--- src/rtl/gpio_irq_pkg.sv ---
// Package: shared sizes and register word addresses for the pin interrupt
// sense controller. Assumes a word-addressed register port.
package gpio_irq_pkg;
    localparam int unsigned REG_ADDR_W = 3;
    localparam int unsigned SYNC_DEPTH = 2;

    typedef enum logic [REG_ADDR_W-1:0] {
        RA_SENSE  = 3'd0,
        RA_BOTH   = 3'd1,
        RA_POL    = 3'd2,
        RA_MASK   = 3'd3,
        RA_RAW    = 3'd4,
        RA_MASKED = 3'd5,
        RA_CLEAR  = 3'd6
    } reg_addr_e;
endpackage

--- src/rtl/gpio_irq_sync.sv ---
// Module: multi-stage pin synchroniser with a one-cycle-delayed copy of the
// last stage for edge detection. Assumes pins are low during reset.
module gpio_irq_sync #(
    parameter int unsigned WIDTH  = 12,
    parameter int unsigned STAGES = 2
) (
    input  logic             clk,
    input  logic             rst_n,
    input  logic [WIDTH-1:0] pins_async,
    output logic [WIDTH-1:0] cur_q,
    output logic [WIDTH-1:0] prev_q
);
    logic [WIDTH-1:0] stage_q [STAGES];

    // Shift the pin levels through the synchroniser chain.
    always_ff @(posedge clk) begin
        if (!rst_n) begin
            for (int k = 0; k < STAGES; k++) stage_q[k] <= '0;
        end else begin
            stage_q[0] <= pins_async;
            for (int k = 1; k < STAGES; k++) stage_q[k] <= stage_q[k-1];
        end
    end

    // Keep last cycle's synchronised value for edge comparison.
    always_ff @(posedge clk) begin
        if (!rst_n) prev_q <= '0;
        else        prev_q <= stage_q[STAGES-1];
    end

    assign cur_q = stage_q[STAGES-1];
endmodule

--- src/rtl/gpio_irq_detect.sv ---
// Module: per-pin trigger qualification and raw status. Edge events are
// sticky until cleared; level conditions pass straight through.
// Assumes cur/prev come from the synchroniser.
module gpio_irq_detect #(
    parameter int unsigned NUM_PINS = 12
) (
    input  logic                clk,
    input  logic                rst_n,
    input  logic [NUM_PINS-1:0] cur,
    input  logic [NUM_PINS-1:0] prev,
    input  logic [NUM_PINS-1:0] level_mode,
    input  logic [NUM_PINS-1:0] any_edge,
    input  logic [NUM_PINS-1:0] high_rise,
    input  logic [NUM_PINS-1:0] clr,
    output logic [NUM_PINS-1:0] raw
);
    logic [NUM_PINS-1:0] rise;
    logic [NUM_PINS-1:0] fall;
    logic [NUM_PINS-1:0] hit;
    logic [NUM_PINS-1:0] lvl;
    logic [NUM_PINS-1:0] sticky_q;

    // Classify the transition seen this cycle on every pin.
    always_comb begin
        rise = cur & ~prev;
        fall = ~cur & prev;
    end

    for (genvar i = 0; i < NUM_PINS; i++) begin : g_pin
        // Decide whether this pin's transition qualifies as an event.
        always_comb begin
            if (level_mode[i])     hit[i] = 1'b0;
            else if (any_edge[i])  hit[i] = rise[i] | fall[i];
            else if (high_rise[i]) hit[i] = rise[i];
            else                   hit[i] = fall[i];
        end

        // Level condition: active-high or active-low by polarity.
        always_comb lvl[i] = high_rise[i] ? cur[i] : ~cur[i];

        // Hold an edge event until cleared; a new event beats a clear.
        always_ff @(posedge clk) begin
            if (!rst_n)      sticky_q[i] <= 1'b0;
            else if (hit[i]) sticky_q[i] <= 1'b1;
            else if (clr[i]) sticky_q[i] <= 1'b0;
        end

        // Raw status comes from the level or the stored event.
        always_comb raw[i] = level_mode[i] ? lvl[i] : sticky_q[i];

        // a stored event only appears after a qualifying edge.
        p_event_needs_edge_r3: assert property (@(posedge clk) disable iff (!rst_n)
            $rose(sticky_q[i]) |-> $past(hit[i]));

        // a clear colliding with a new event leaves the event stored.
        p_collision_keeps_r9: assert property (@(posedge clk) disable iff (!rst_n)
            (hit[i] && clr[i]) |=> sticky_q[i]);
    end
endmodule

--- src/rtl/gpio_irq_regs.sv ---
// Module: configuration registers, clear strobe and registered read mux.
// Assumes a single-cycle write strobe and word addresses from gpio_irq_pkg.
module gpio_irq_regs
    import gpio_irq_pkg::*;
#(
    parameter int unsigned NUM_PINS = 12,
    parameter int unsigned DATA_W   = 32
) (
    input  logic                  clk,
    input  logic                  rst_n,
    input  logic                  wr_en,
    input  logic                  rd_en,
    input  logic [REG_ADDR_W-1:0] addr,
    input  logic [DATA_W-1:0]     wr_data,
    input  logic [NUM_PINS-1:0]   raw_st,
    input  logic [NUM_PINS-1:0]   masked_st,
    output logic [NUM_PINS-1:0]   sense_q,
    output logic [NUM_PINS-1:0]   both_q,
    output logic [NUM_PINS-1:0]   pol_q,
    output logic [NUM_PINS-1:0]   mask_q,
    output logic [NUM_PINS-1:0]   clr_pulse,
    output logic [DATA_W-1:0]     rd_data
);
    logic [NUM_PINS-1:0] wr_bits;
    logic [DATA_W-1:0]   rd_next;

    assign wr_bits = wr_data[NUM_PINS-1:0];

    if (DATA_W > NUM_PINS) begin : g_hi
        logic unused_hi;
        assign unused_hi = ^wr_data[DATA_W-1:NUM_PINS];
    end

    // Capture writes to the four read/write configuration words.
    always_ff @(posedge clk) begin
        if (!rst_n) begin
            sense_q <= '0;
            both_q  <= '0;
            pol_q   <= '0;
            mask_q  <= '0;
        end else if (wr_en) begin
            case (reg_addr_e'(addr))
                RA_SENSE: sense_q <= wr_bits;
                RA_BOTH:  both_q  <= wr_bits;
                RA_POL:   pol_q   <= wr_bits;
                RA_MASK:  mask_q  <= wr_bits;
                default:  ;
            endcase
        end
    end

    // Turn a write to the clear word into a one-cycle per-pin pulse.
    always_comb clr_pulse = (wr_en && addr == RA_CLEAR) ? wr_bits : '0;

    // Select the word to return; unused and write-only words read zero.
    always_comb begin
        case (reg_addr_e'(addr))
            RA_SENSE:  rd_next = DATA_W'(sense_q);
            RA_BOTH:   rd_next = DATA_W'(both_q);
            RA_POL:    rd_next = DATA_W'(pol_q);
            RA_MASK:   rd_next = DATA_W'(mask_q);
            RA_RAW:    rd_next = DATA_W'(raw_st);
            RA_MASKED: rd_next = DATA_W'(masked_st);
            default:   rd_next = '0;
        endcase
    end

    // Register read data on the read strobe.
    always_ff @(posedge clk) begin
        if (!rst_n)     rd_data <= '0;
        else if (rd_en) rd_data <= rd_next;
    end

    // writes to the status words leave every configuration word alone.
    p_status_write_ignored_r8: assert property (@(posedge clk) disable iff (!rst_n)
        (wr_en && (addr == RA_RAW || addr == RA_MASKED))
        |=> $stable({sense_q, both_q, pol_q, mask_q}));

    // the clear word is write-only and reads back as zero.
    p_clear_reads_zero_r5: assert property (@(posedge clk) disable iff (!rst_n)
        (rd_en && addr == RA_CLEAR) |=> (rd_data == '0));
endmodule

--- src/rtl/gpio_irq_sense.sv ---
// Module: top of the pin interrupt sense controller. Ties synchroniser,
// trigger detection and registers together and forms the interrupt outputs.
// Assumes pins_in is asynchronous and low while reset is held.
module gpio_irq_sense
    import gpio_irq_pkg::*;
#(
    parameter int unsigned NUM_PINS = 12,
    parameter int unsigned DATA_W   = 32
) (
    input  logic                  clk,
    input  logic                  rst_n,
    input  logic [NUM_PINS-1:0]   pins_in,
    input  logic                  wr_en,
    input  logic                  rd_en,
    input  logic [REG_ADDR_W-1:0] addr,
    input  logic [DATA_W-1:0]     wr_data,
    output logic [DATA_W-1:0]     rd_data,
    output logic [NUM_PINS-1:0]   pin_irq,
    output logic                  any_irq
);
    logic [NUM_PINS-1:0] cur;
    logic [NUM_PINS-1:0] prev;
    logic [NUM_PINS-1:0] sense_q;
    logic [NUM_PINS-1:0] both_q;
    logic [NUM_PINS-1:0] pol_q;
    logic [NUM_PINS-1:0] mask_q;
    logic [NUM_PINS-1:0] clr_pulse;
    logic [NUM_PINS-1:0] raw_st;
    logic [NUM_PINS-1:0] masked_st;

    gpio_irq_sync #(.WIDTH(NUM_PINS), .STAGES(SYNC_DEPTH)) u_sync (
        .clk        (clk),
        .rst_n      (rst_n),
        .pins_async (pins_in),
        .cur_q      (cur),
        .prev_q     (prev)
    );

    gpio_irq_detect #(.NUM_PINS(NUM_PINS)) u_detect (
        .clk        (clk),
        .rst_n      (rst_n),
        .cur        (cur),
        .prev       (prev),
        .level_mode (sense_q),
        .any_edge   (both_q),
        .high_rise  (pol_q),
        .clr        (clr_pulse),
        .raw        (raw_st)
    );

    gpio_irq_regs #(.NUM_PINS(NUM_PINS), .DATA_W(DATA_W)) u_regs (
        .clk       (clk),
        .rst_n     (rst_n),
        .wr_en     (wr_en),
        .rd_en     (rd_en),
        .addr      (addr),
        .wr_data   (wr_data),
        .raw_st    (raw_st),
        .masked_st (masked_st),
        .sense_q   (sense_q),
        .both_q    (both_q),
        .pol_q     (pol_q),
        .mask_q    (mask_q),
        .clr_pulse (clr_pulse),
        .rd_data   (rd_data)
    );

    // Gate raw status by the mask and combine into the shared line.
    always_comb begin
        masked_st = raw_st & mask_q;
        pin_irq   = masked_st;
        any_irq   = |masked_st;
    end

    // writing an all-zero mask silences every interrupt next cycle.
    p_mask_all_off_r7: assert property (@(posedge clk) disable iff (!rst_n)
        (wr_en && addr == RA_MASK && wr_data[NUM_PINS-1:0] == '0)
        |=> (!any_irq && pin_irq == '0));
endmodule

--- config.mk ---
export PLATFORM = sky130hd
export DESIGN_NAME = gpio_irq_sense
export DESIGN_NICKNAME = d
export VERILOG_FILES = /design/src/rtl/gpio_irq_pkg.sv /design/src/rtl/gpio_irq_sync.sv /design/src/rtl/gpio_irq_detect.sv /design/src/rtl/gpio_irq_regs.sv /design/src/rtl/gpio_irq_sense.sv
export SDC_FILE = /design/constraint.sdc
export NUM_CORES = 1
export LEC_CHECK = 0
export ABC_CLOCK_PERIOD_IN_PS = 1300
export BUFFER_PORTS_ARGS = -buffer_cell sky130_fd_sc_hd__buf_2
export CORE_ASPECT_RATIO = 1.5
export CORE_UTILIZATION = 35
export CTS_CLUSTER_SIZE = 28
export DETAILED_ROUTE_END_ITERATION = 10
export HOLD_SLACK_MARGIN = 0.15
export PLACE_DENSITY = 0.67
export SKIP_CTS_REPAIR_TIMING = 1
export SLEW_MARGIN = 20
export SYNTH_ARGS = -nofsm -noshare
export SYNTH_HDL_FRONTEND = slang
export SYNTH_SLANG_ARGS = --single-unit
--- constraint.sdc ---
create_clock -name clk -period 1.3 [get_ports clk]
set_input_delay 0.195 -clock clk [delete_from_list [all_inputs] [get_ports clk]]
set_output_delay 0.195 -clock clk [all_outputs]
set_load 0.01 [all_outputs]
**Word level (Yosys, flattened, before mapping)**

Memories as Yosys holds them, arrays and structs flattened.
Cells that the tools add are included.
Widths: inputs -> output; s select.

- Memories kept: 1
- Bits in registers: 104
- Output and inout port bits: 45
- Bits in writable memories: 24

- Equality and inequality tests: 6
- Multiplexer cells: 90
- Bitwise gates (word level): 31
- Reductions and logical operators: 19

Memories:

| name | depth | bits a word | read ports | clocked after Yosys merged registers in | wr ports | RTL line | RTL |
|---|---|---|---|---|---|---|---|
| u_sync.stage_q | 2 | 12 | 2 | 0 | 2 | gpio_irq_sync.sv:13 | `logic [WIDTH-1:0] stage_q [STAGES];` |

Operators by type and width:

| cell | count |
|---|---|
| $mux 1 | 86 |
| $pmux 12 s6 | 1 |
| $and 12x12->12 | 3 |
| $mux 12 | 3 |
| $not 12->12 | 2 |
| $reduce_bool 2->1 | 12 |
| $or 1x1->1 | 14 |
| $not 1->1 | 12 |
| $reduce_or 12->1 | 1 |
| $eq 3x3->1 const B | 3 |
| $reduce_and 2->1 | 4 |
| $eq 3x2->1 const B | 2 |
| $eq 3x1->1 const B | 1 |
| $logic_not 3->1 | 1 |
| $logic_and 1x1->1 | 1 |

**Depth between registers and ports, before layout**

Gate-level depths: netlist of run 1.
An unclocked memory read counts as a cell.

- Depth in word-level cells: 7
- Depth in mapped cells: 6
- Mapped depth without buffers: 6

**Cells and area by module**

Synthesis of run 1 repeated with hierarchy kept, for this count alone.

- Cell total of the unflattened synthesis: 630
- Area, all modules: 5,645.4 µm²

Modules (own cells, without submodules):

| module | cells each | seq. area each (µm²) | times used | area an instance (µm²) |
|---|---|---|---|---|
| gpio_irq_regs | 368 | 1,201.2 | 1 | 3,098.0 |
| gpio_irq_detect | 158 | 240.2 | 1 | 1,340.0 |
| gpio_irq_sync | 87 | 720.7 | 1 | 1,096.1 |
| gpio_irq_sense | 17 | 0.0 | 1 | 111.4 |

**Least setup slack after synthesis of run 1**

Ideal clock, no wire load.

- Path kind: reg-to-output
- Start point: reg u_regs.pol_q[3]
- End point: out any_irq
- Path buffers: 0
- Data required time: 1.105 ns
- Cell stages (with the launch flop): 5
- Setup slack: -0.173 ns
- Arrival: 1.278 ns
- Cells stage by stage: dfxtp_1 > xnor2_1 > mux2_2 > a2111oi_1 > nand4_1

- Word-level cells in the longest chain between the ends: 4

RTL lines:

| what | RTL line | RTL |
|---|---|---|
| from (decl) | gpio_irq_regs.sv:19 | `output logic [NUM_PINS-1:0] pol_q,` |
| from (signal assigned) | gpio_irq_regs.sv:45 | `RA_POL: pol_q <= wr_bits;` |
| $mux 1 | gpio_irq_detect.sv:39 | `always_comb lvl[i] = high_rise[i] ? cur[i] : ~cur[i];` |
| $mux 1 | gpio_irq_detect.sv:49 | `always_comb raw[i] = level_mode[i] ? lvl[i] : sticky_q[i];` |
| $and 12x12->12 | gpio_irq_sense.sv:70 | `masked_st = raw_st & mask_q;` |
| $reduce_or 12->1 | gpio_irq_sense.sv:72 | `any_irq = \|masked_st;` |
| to (decl) | gpio_irq_sense.sv:19 | `output logic any_irq` |

No other way between the ends.

==> out/results.ini, run 1 <==
[logic_synthesis]
synth_top_area_share_pct = 40.4
yosysTopAreaCell = dfxtp_1
ys_seq_area_share_pct = 40.4
ys_async_sr_fraction_pct = 0
synth_cell_type_count = 42
avgSynthCellArea_um2 = 8.94
synth_area_leaders = dfxtp_1, nand2_1, ha_1
synthesis.instances = 599
ys_warn_count = 0
synth_flop_cell = dfxtp_1
yosysMostFrequentCell = nand2_1
ys_seq_elements = 108
synth_common_cells = nand2_1, dfxtp_1, inv_1
syn-cell-area_mm2 = 0.00536
synth_edf_count = 0

[power_and_ir_drop]
total_power_mw = 7.26
power.leakage_nw = 3.11
pwr_density_cell_mw_per_mm2 = 943
ir_drop_mv = 0.618

[sta]
rsz0062_at_grt = yes
clock_skew_ps = 5.42
fmax_ghz = 0.532
period_share_pct = 145
drv_slew = 0
period_minus_slack_ps = 1880
setup_viol = 26
tns_ps = -4740
final_hold_viol_count = 0
layout_setup_ws_ps = -580
worst_slew_pin_slew_ps = 1010
slew_headroom_pct = 32.3

[setup_path]
cp_data_arrival_time_ps = 1690
worst_setup_path_start_kind = flop
reg2reg_from = u_regs.pol_q[7]
cp-end-kind = output pin
cp_cell_sequence = xnor2_1 > mux2_4 > a2111oi_4 > nand4_1 > buf_2
reg2regPathDepth = 4
reg2reg_slack_ps = -120
worstSetupPathType = reg2out
timing.rr.end = u_regs.rd_data[7]
max_stage_delay_ps = 340
cp_max_fo = 4
cp_slowest_cell = dfxtp_2
crit_required_ps = 1110
cp-endpoint = any_irq
startpoint = u_sync.stage_q[0][15]

[drt]
vias_per_cell = 4.85
vias = 4711
drc = 0
antenna_left = 0
drtPass1Iterations = 5
wl_per_cell_um = 15.0
drtIter0Drc = 236
drt-total-wl_um = 14600

[clock_network]
cts_buffers = 9
cts_root_buffer = clkbuf_16
clockBufferDepth = 2
worstSkewPairLatency_ps = 350
htree_levels = 3
path_clk_slew_ps = 70
clkSinkCount = 108
cts_tree = yes

[layout]
n_antenna_cell = 0
final_area_mm2 = 0.00770
nNetsFinal = 842
area_growth_pct = 43.8
drive_gt1_share_pct = 38.0
final_util_pct = 51.4

[grt]
antenna_found_initial = 0
grt_pass1_wl_um = 21900
grt_usage_pct = 18.3
grt_pass1_vias = 4226
overflow = 0
grt_max_degree = 93

[floorplan]
die-area_mm2 = 0.0158
die_h_um = 154
dieWidth_um = 103
core_area_mm2 = 0.0150
start_util_pct = 35.7
io_pins = 96
num_rows = 55

[hold_path]
hold_path_class = in2reg
hp-start = wr_data[7]

[run]
cap_viol_max_count = 0

[placed_design]
gp_congestion = 0.812
port_buffers = 55
hpwlAfterDp_um = 9760
dpl-instance-area_mm2 = 0.00653

[outcome]
status = complete, but fails checks
violations = setup timing

==> report_power, final <==
group	total, mW	switching [mW]	internal [mW]
registers	3.47	0.0730	3.40
logic	0.907	0.441	0.466
clock network	2.88	1.23	1.65
==> stage by stage <==
step                      worst slack (ps)  hold WS (ps)  instances
after floorplan                      -50.8           322        618
after global placement                -229           402        922
after detailed placement              -232           403        922
after CTS                             -627          34.6        938
after global routing                  -653           143        971
final                                 -580           146        971
==> area by class of cell <==
| cell class | count | area, um^2 |
|---|---|---|
| Multi-Input combinational cell | 415 | 3190 |
| Sequential cell | 108 | 2220 |
| Clock inverter | 3 | 43.8 |
| Clock buffer | 13 | 270 |
| Fill cell | 1394 | 7300 |
| Tap cell | 199 | 249 |
| Inverter | 45 | 174 |
| Timing Repair Buffer | 188 | 1560 |
==> routing by layer <==
metal	GRT usage [%]	vias to the layer above	routed length (um)
met1	23.5	2266	6310
met5	0	-	0
met3	3.32	21	548
met4	7.78	0	387
met2	29.6	111	7340
li1	-	2313	-
==> cell usage in the layout, fill, tap and decap left out, drive strengths merged, types with 11 or more instances in the layout <==
cell / count
conb: 20
clkbuf: 13
a21boi: 52
nor2b: 14
mux4: 11
a21oi: 17
a22o: 19
inv: 45
ha: 24
mux2i: 12
dfxtp: 108
a211oi: 24
dlygate4sd3: 21
buf: 167
and2: 38
nand2: 115
o21a: 13
==> sequential cells by signal (all words and copies together), names as in the netlist <==
register / count
u_sync.stage_q: 24
u_detect.sticky_q: 12
u_regs.both_q: 12
u_regs.mask_q: 12
u_regs.pol_q: 12
u_regs.rd_data: 12
u_regs.sense_q: 12
u_sync.prev_q: 12
==> critical path, delay by kind of cell (launching register included) <==
family                 cells  cell delay, ps
flip-flops                 1             340
AO/OA/AOI/OAI              1             310
multiplexers               1             280
buffers and inverters      1             170
XOR/XNOR                   1             120
AND/OR/NAND/NOR            1             120
==> kinds of logic (layout without fill, tap and decap cells) <==
kind of cell / after synthesis / count (layout) / share of synthesized area [%]
AND/OR/NAND/NOR: 190 / 190 / 16.7
AO/OA/AOI/OAI: 145 / 145 / 19.7
flip-flops: 108 / 108 / 40.4
buffers and inverters: 95 / 249 / 8.52
adder cells (fa/ha/maj): 24 / 24 / 5.60
multiplexers: 24 / 24 / 7.08
XOR/XNOR: 12 / 12 / 1.96
other: 1 / 20 / 0.0700
==> worst min-delay path by stage <==
stage | slack [ps] | cells after the start | end
2_1_floorplan | 320 | 1 | u_sync.stage_q[0][0]
3_3_place_gp | 400 | 2 | u_sync.stage_q[0][11]
3_5_place_dp | 400 | 2 | u_sync.stage_q[0][9]
4_1_cts | 30 | 2 | u_sync.stage_q[0][9]
5_1_grt | 140 | 3 | u_regs.both_q[7]
6_report | 150 | 3 | u_regs.sense_q[7]
(Power assumes the default switching activity.)
==> run 2, diff against run 1 <==
--- a/config.mk
+++ b/config.mk
@@ -8,12 +8,11 @@
 export ABC_CLOCK_PERIOD_IN_PS = 1300
 export BUFFER_PORTS_ARGS = -buffer_cell sky130_fd_sc_hd__buf_2
 export CORE_ASPECT_RATIO = 1.5
-export CORE_UTILIZATION = 35
+export CORE_UTILIZATION = 50
 export CTS_CLUSTER_SIZE = 28
 export DETAILED_ROUTE_END_ITERATION = 10
 export HOLD_SLACK_MARGIN = 0.15
-export PLACE_DENSITY = 0.67
-export SKIP_CTS_REPAIR_TIMING = 1
+export PLACE_DENSITY = 0.87
 export SLEW_MARGIN = 20
 export SYNTH_ARGS = -nofsm -noshare
 export SYNTH_HDL_FRONTEND = slang
==> run 2 against run 1 <==
Effect of this change:
- the run still ends with setup timing left
- final cell count shrank 3.5%
- total power decreased by 0.45%
- sequential power about the same
- register-to-register slack lost 120 ps
- global-route usage up 15 points
- routed wire length up 38%
- critical path type unchanged
- largest power group unchanged
- highest routed layer unchanged
==> out/results.ini, run 2 (synthesis gave the netlist of run 1 again) <==
[clock_network]
clockBufferDepth = 2
cts_root_buffer = clkbuf_16
clkSinkCount = 108
htree_levels = 3
cts_tree = yes
cts_buffers = 9
worstSkewPairLatency_ps = 360
path_clk_slew_ps = 70

[sta]
holdWs_ps = 148
drv_slew = 0
clock_skew_ps = 12.4
layout_setup_ws_ps = -631
rsz0062_at_grt = yes
period_minus_slack_ps = 1930
period_share_pct = 149
slew_headroom_pct = 48.6
final_hold_viol_count = 0
fmax_ghz = 0.518
worst_slew_pin_slew_ps = 768
setup_viol = 35

[setup_path]
crit_required_ps = 1110
worst_setup_path_start_kind = flop
cp-end-kind = output pin
cp_data_arrival_time_ps = 1740
max_stage_delay_ps = 330
cp_cell_sequence = xnor2_1 > mux2_4 > a2111oi_4 > nand4_1 > buf_2
worstSetupPathType = reg2out
cp_slowest_cell = dfxtp_2
cp_max_fo = 2

[layout]
final_common_cell = nand2_1
final_util_pct = 77.6
final_cell_mix = nand2_1, buf_4, dfxtp_1, buf_2, buf_6
nNetsFinal = 866
n_antenna_cell = 0
largest-register = u_sync.stage_q
largest_register_ffs = 24
area_growth_pct = 48.4
drive_gt1_share_pct = 42.2

[placed_design]
gp_congestion = 0.895
dp_slack_ps = -342
port_buffers = 55
hpwlAfterDp_um = 10500

[hold_path]
hold_path_class = in2reg

[outcome]
status = complete, but fails checks
violations = setup timing

[drt]
wl_per_cell_um = 21.5
drc = 0
drtPass1Iterations = 5
vias = 5595
antenna_left = 0
vias_per_cell = 5.97
drt-total-wl_um = 20100
drtIter0Drc = 645

[power_and_ir_drop]
sw_frac_of_total_pct = 26.3
pwr_density_cell_mw_per_mm2 = 909
pwr-share-comb_pct = 14.7
power.leakage_nw = 3.22
intPower_mw = 5.33
switching_power_mw = 1.90
total_power_mw = 7.23
ir_drop_mv = 0.732
power_frac_clock_pct = 37.0
power_frac_seq_pct = 48.2

[grt]
grt_pass1_wl_um = 27700
grt_usage_pct = 33.0
overflow = 0
grt_max_degree = 43
grt_pass1_vias = 5558
antenna_found_initial = 0

[floorplan]
die-area_mm2 = 0.0111
dieWidth_um = 86.5
start_util_pct = 52.3
num_rows = 45
io_pins = 96
core_area_mm2 = 0.0102
die_h_um = 129

[run]
cap_viol_max_count = 0

run 2: routing by layer:
layer | wire, um | global-route usage [%]
met1 | 6960 | 35.2
met2 | 9550 | 56.2
met3 | 1720 | 6.29
met4 | 1900 | 27.0
met5 | 0 | 0
run 2: final cells by class:
cell class | instances | area [um^2]
clock buffer | 13 | 260
clock inverter | 3 | 21.3
fill | 577 | 2300
inverter | 45 | 184
multi-input combinational | 415 | 3330
sequential | 108 | 2240
tap | 141 | 176
timing repair buffer | 212 | 1740
run 2: metrics by stage:
step                      setup TNS, ps  instance area (um^2)  instances
after global placement            -6370                  6460        869
after CTS                         -4910                  7530        925
after floorplan                   -51.5                  5480        618
after global routing              -7590                  7950        937
final                             -6430                  7950        937
after detailed placement          -8890                  6460        869
run 2: timing repair:
item	in CTS	in global routing
hold buffers	23	0
resized for setup	116	89
endpoints found under the setup margin	36	40
pin swaps	60	43
buffers inserted	27	27
hold endpoints to repair	44	0
run 2: critical path: cells and delay by family, from the launching register on:
kind	cells	cell delay, ps
mux	1	280
compound gates	1	310
flops	1	330
xor+xnor	1	120
simple gates	1	160
buf+inv	1	180
run 2: path summary, 6_finish.rpt:
kind,from,to,slack [ps],cells after the start
hold reg to reg,u_sync.stage_q[0][8],u_sync.stage_q[0][20],430,1
hold / removal,wr_data[6],u_regs.sense_q[6],150,3
setup / recovery,u_regs.pol_q[3],any_irq,-630,5
setup reg to reg,u_regs.pol_q[9],u_regs.rd_data[9],-240,4
run 2: power groups by stage:
stage	Combinational, mW	Clock, mW	Sequential, mW
floorplan	0.453	0	3.54
global placement	0.719	0	3.54
detailed placement	0.753	0	3.55
CTS	0.906	2.66	3.48
global route	1.12	2.83	3.49
finish	1.06	2.68	3.49
==> run 3, diff against run 2 <==
--- a/config.mk
+++ b/config.mk
@@ -8,11 +8,11 @@
 export ABC_CLOCK_PERIOD_IN_PS = 1300
 export BUFFER_PORTS_ARGS = -buffer_cell sky130_fd_sc_hd__buf_2
 export CORE_ASPECT_RATIO = 1.5
-export CORE_UTILIZATION = 50
+export CORE_UTILIZATION = 35
 export CTS_CLUSTER_SIZE = 28
 export DETAILED_ROUTE_END_ITERATION = 10
 export HOLD_SLACK_MARGIN = 0.15
-export PLACE_DENSITY = 0.87
+export PLACE_DENSITY = 0.67
 export SLEW_MARGIN = 20
 export SYNTH_ARGS = -nofsm -noshare
 export SYNTH_HDL_FRONTEND = slang
==> run 3 against run 2 <==
Effect of this change:
- total power up 1.2%
- flip-flop and latch count stayed put
- register-to-register slack better by 110 ps
- the run still ends with setup timing left
- global-route usage decreased by 14 points
- final area decreased by 0.27%
- sequential share of layout area is 0.11 points higher
- first-iteration DRC count down 63%
- die area increased by 42%
- combinational power decreased by 10%
- largest cell class unchanged
- critical path depth unchanged
==> out/results.ini, run 3 (synthesis gave the netlist of run 1 again) <==
[clock_network]
clockBufferDepth = 2
cts_root_buffer = clkbuf_16
htree_levels = 3
cts_buffers = 9
cts_tree = yes
path_clk_slew_ps = 70
worstSkewPairLatency_ps = 350
clkSinkCount = 108

[grt]
antenna_found_initial = 0
grt_usage_pct = 19.3
grt_pass1_wl_um = 23100
grt_max_degree = 93
overflow = 0
grt_pass1_vias = 4462

[setup_path]
cp_slowest_cell = dfxtp_4
cp-endpoint = any_irq
reg2reg_slack_ps = -130
timing.rr.end = u_regs.rd_data[10]
reg2reg_from = u_regs.pol_q[10]
cp-end-kind = output pin
reg2regPathDepth = 6
cp_cell_sequence = xor2_2 > o21ai_2 > a2111oi_4 > nand4_1 > buf_2
crit_required_ps = 1110
startpoint = u_sync.stage_q[0][23]
max_stage_delay_ps = 360
cp_data_arrival_time_ps = 1660
worstSetupPathType = reg2out
cp_max_fo = 2
worst_setup_path_start_kind = flop

[drt]
drtPass1Iterations = 4
antenna_left = 0
drt-total-wl_um = 15100
drc = 0
vias_per_cell = 4.89
wl_per_cell_um = 15.3
vias = 4826
drtIter0Drc = 236

[power_and_ir_drop]
ir_drop_mv = 0.614
power.leakage_nw = 3.20
pwr_density_cell_mw_per_mm2 = 922

[floorplan]
io_pins = 96
start_util_pct = 35.7
die_h_um = 154
die-area_mm2 = 0.0158
num_rows = 55
core_area_mm2 = 0.0150
dieWidth_um = 103

[layout]
final_cell_mix = nand2_1, buf_4, dfxtp_1, buf_2, buf_6
final_common_cell = nand2_1
largest-register = u_sync.stage_q
n_antenna_cell = 0
drive_gt1_share_pct = 39.5
final_util_pct = 52.8
nNetsFinal = 857
area_growth_pct = 48.0
final_cells = 986
nFillCells = 1352
largest_register_ffs = 24

[placed_design]
dp_cells = 922
gp_congestion = 0.812
hpwlAfterDp_um = 9760
port_buffers = 55

[run]
cap_viol_max_count = 0

[outcome]
status = complete, but fails checks
violations = setup timing

[sta]
drv_slew = 0
setup_viol = 32
clock_skew_ps = 4.98
fmax_ghz = 0.538
slew_headroom_pct = 31.7
layout_setup_ws_ps = -559
period_minus_slack_ps = 1860
rsz0062_at_grt = yes
period_share_pct = 143
final_hold_viol_count = 0
worst_slew_pin_slew_ps = 1020

[hold_path]
hold_path_class = in2reg
hold_depth = 3

[run 3: layout make-up]
cell class / instances / area, um^2 / area share, %
well taps: 199 / 249 / 3.14
clock inverters: 3 / 43.8 / 0.552
flip-flops and latches: 108 / 2240 / 28.3
repair buffers: 203 / 1700 / 21.5
inverters: 45 / 179 / 2.26
multi-input cells: 415 / 3240 / 40.9
clock buffers: 13 / 270 / 3.41
[run 3: how the worst min path moves through the flow]
stage                     start               endpoint
floorplan            pins_in[0]   u_sync.stage_q[0][0]
global placement    pins_in[11]  u_sync.stage_q[0][11]
detailed placement   pins_in[9]   u_sync.stage_q[0][9]
CTS                       rd_en     u_regs.rd_data[10]
global route              rd_en     u_regs.rd_data[10]
finish                    rd_en     u_regs.rd_data[10]
[run 3: layer usage]
metal / vias up / GRT usage [%] / wire length (um)
li1: 2340 / - / -
met1: 2314 / 24.4 / 6120
met2: 146 / 31.5 / 7770
met3: 26 / 3.50 / 789
met4: 0 / 8.58 / 375
met5: - / 0 / 0
[run 3: worst max-delay path, delay by kind of cell (launching register included)]
kind / cells / cell delay, ps
DFF: 1 / 360
buffers and inverters: 1 / 170
AOI/OAI and AO/OA: 2 / 460
xor gates and xnor gates: 1 / 200
and+or+nand+nor: 1 / 130
[run 3: repair_timing]
action | CTS | global route
gates resized for setup | 96 | 85
gates cloned | 0 | 0
hold buffers | 24 | 0
buffers inserted | 15 | 21
setup endpoints to repair | 35 | 37
endpoints found under the hold margin | 52 | 0
pin swaps | 53 | 41
[run 3: per-stage QoR]
| stage | setup WS (ps) | area [um^2] | power (mW) | hold slack, ps | setup TNS, ps |
|---|---|---|---|---|---|
| after global placement | -229 | 6530 | 4.29 | 402 | -5500 |
| final | -559 | 7930 | 7.31 | 201 | -5070 |
| after CTS | -584 | 7510 | 7.29 | 181 | -4890 |
| after floorplan | -50.8 | 5480 | 4.00 | 322 | -51.5 |
| after detailed placement | -232 | 6530 | 4.30 | 403 | -6320 |
| after global routing | -622 | 7930 | 7.60 | 221 | -6790 |
[run 3: report_power, final]
part / switching [mW] / total [mW] / internal (mW)
combinational: 0.455 / 0.952 / 0.497
sequential: 0.0762 / 3.47 / 3.39
clock: 1.24 / 2.89 / 1.65
total: 1.77 / 7.31 / 5.54
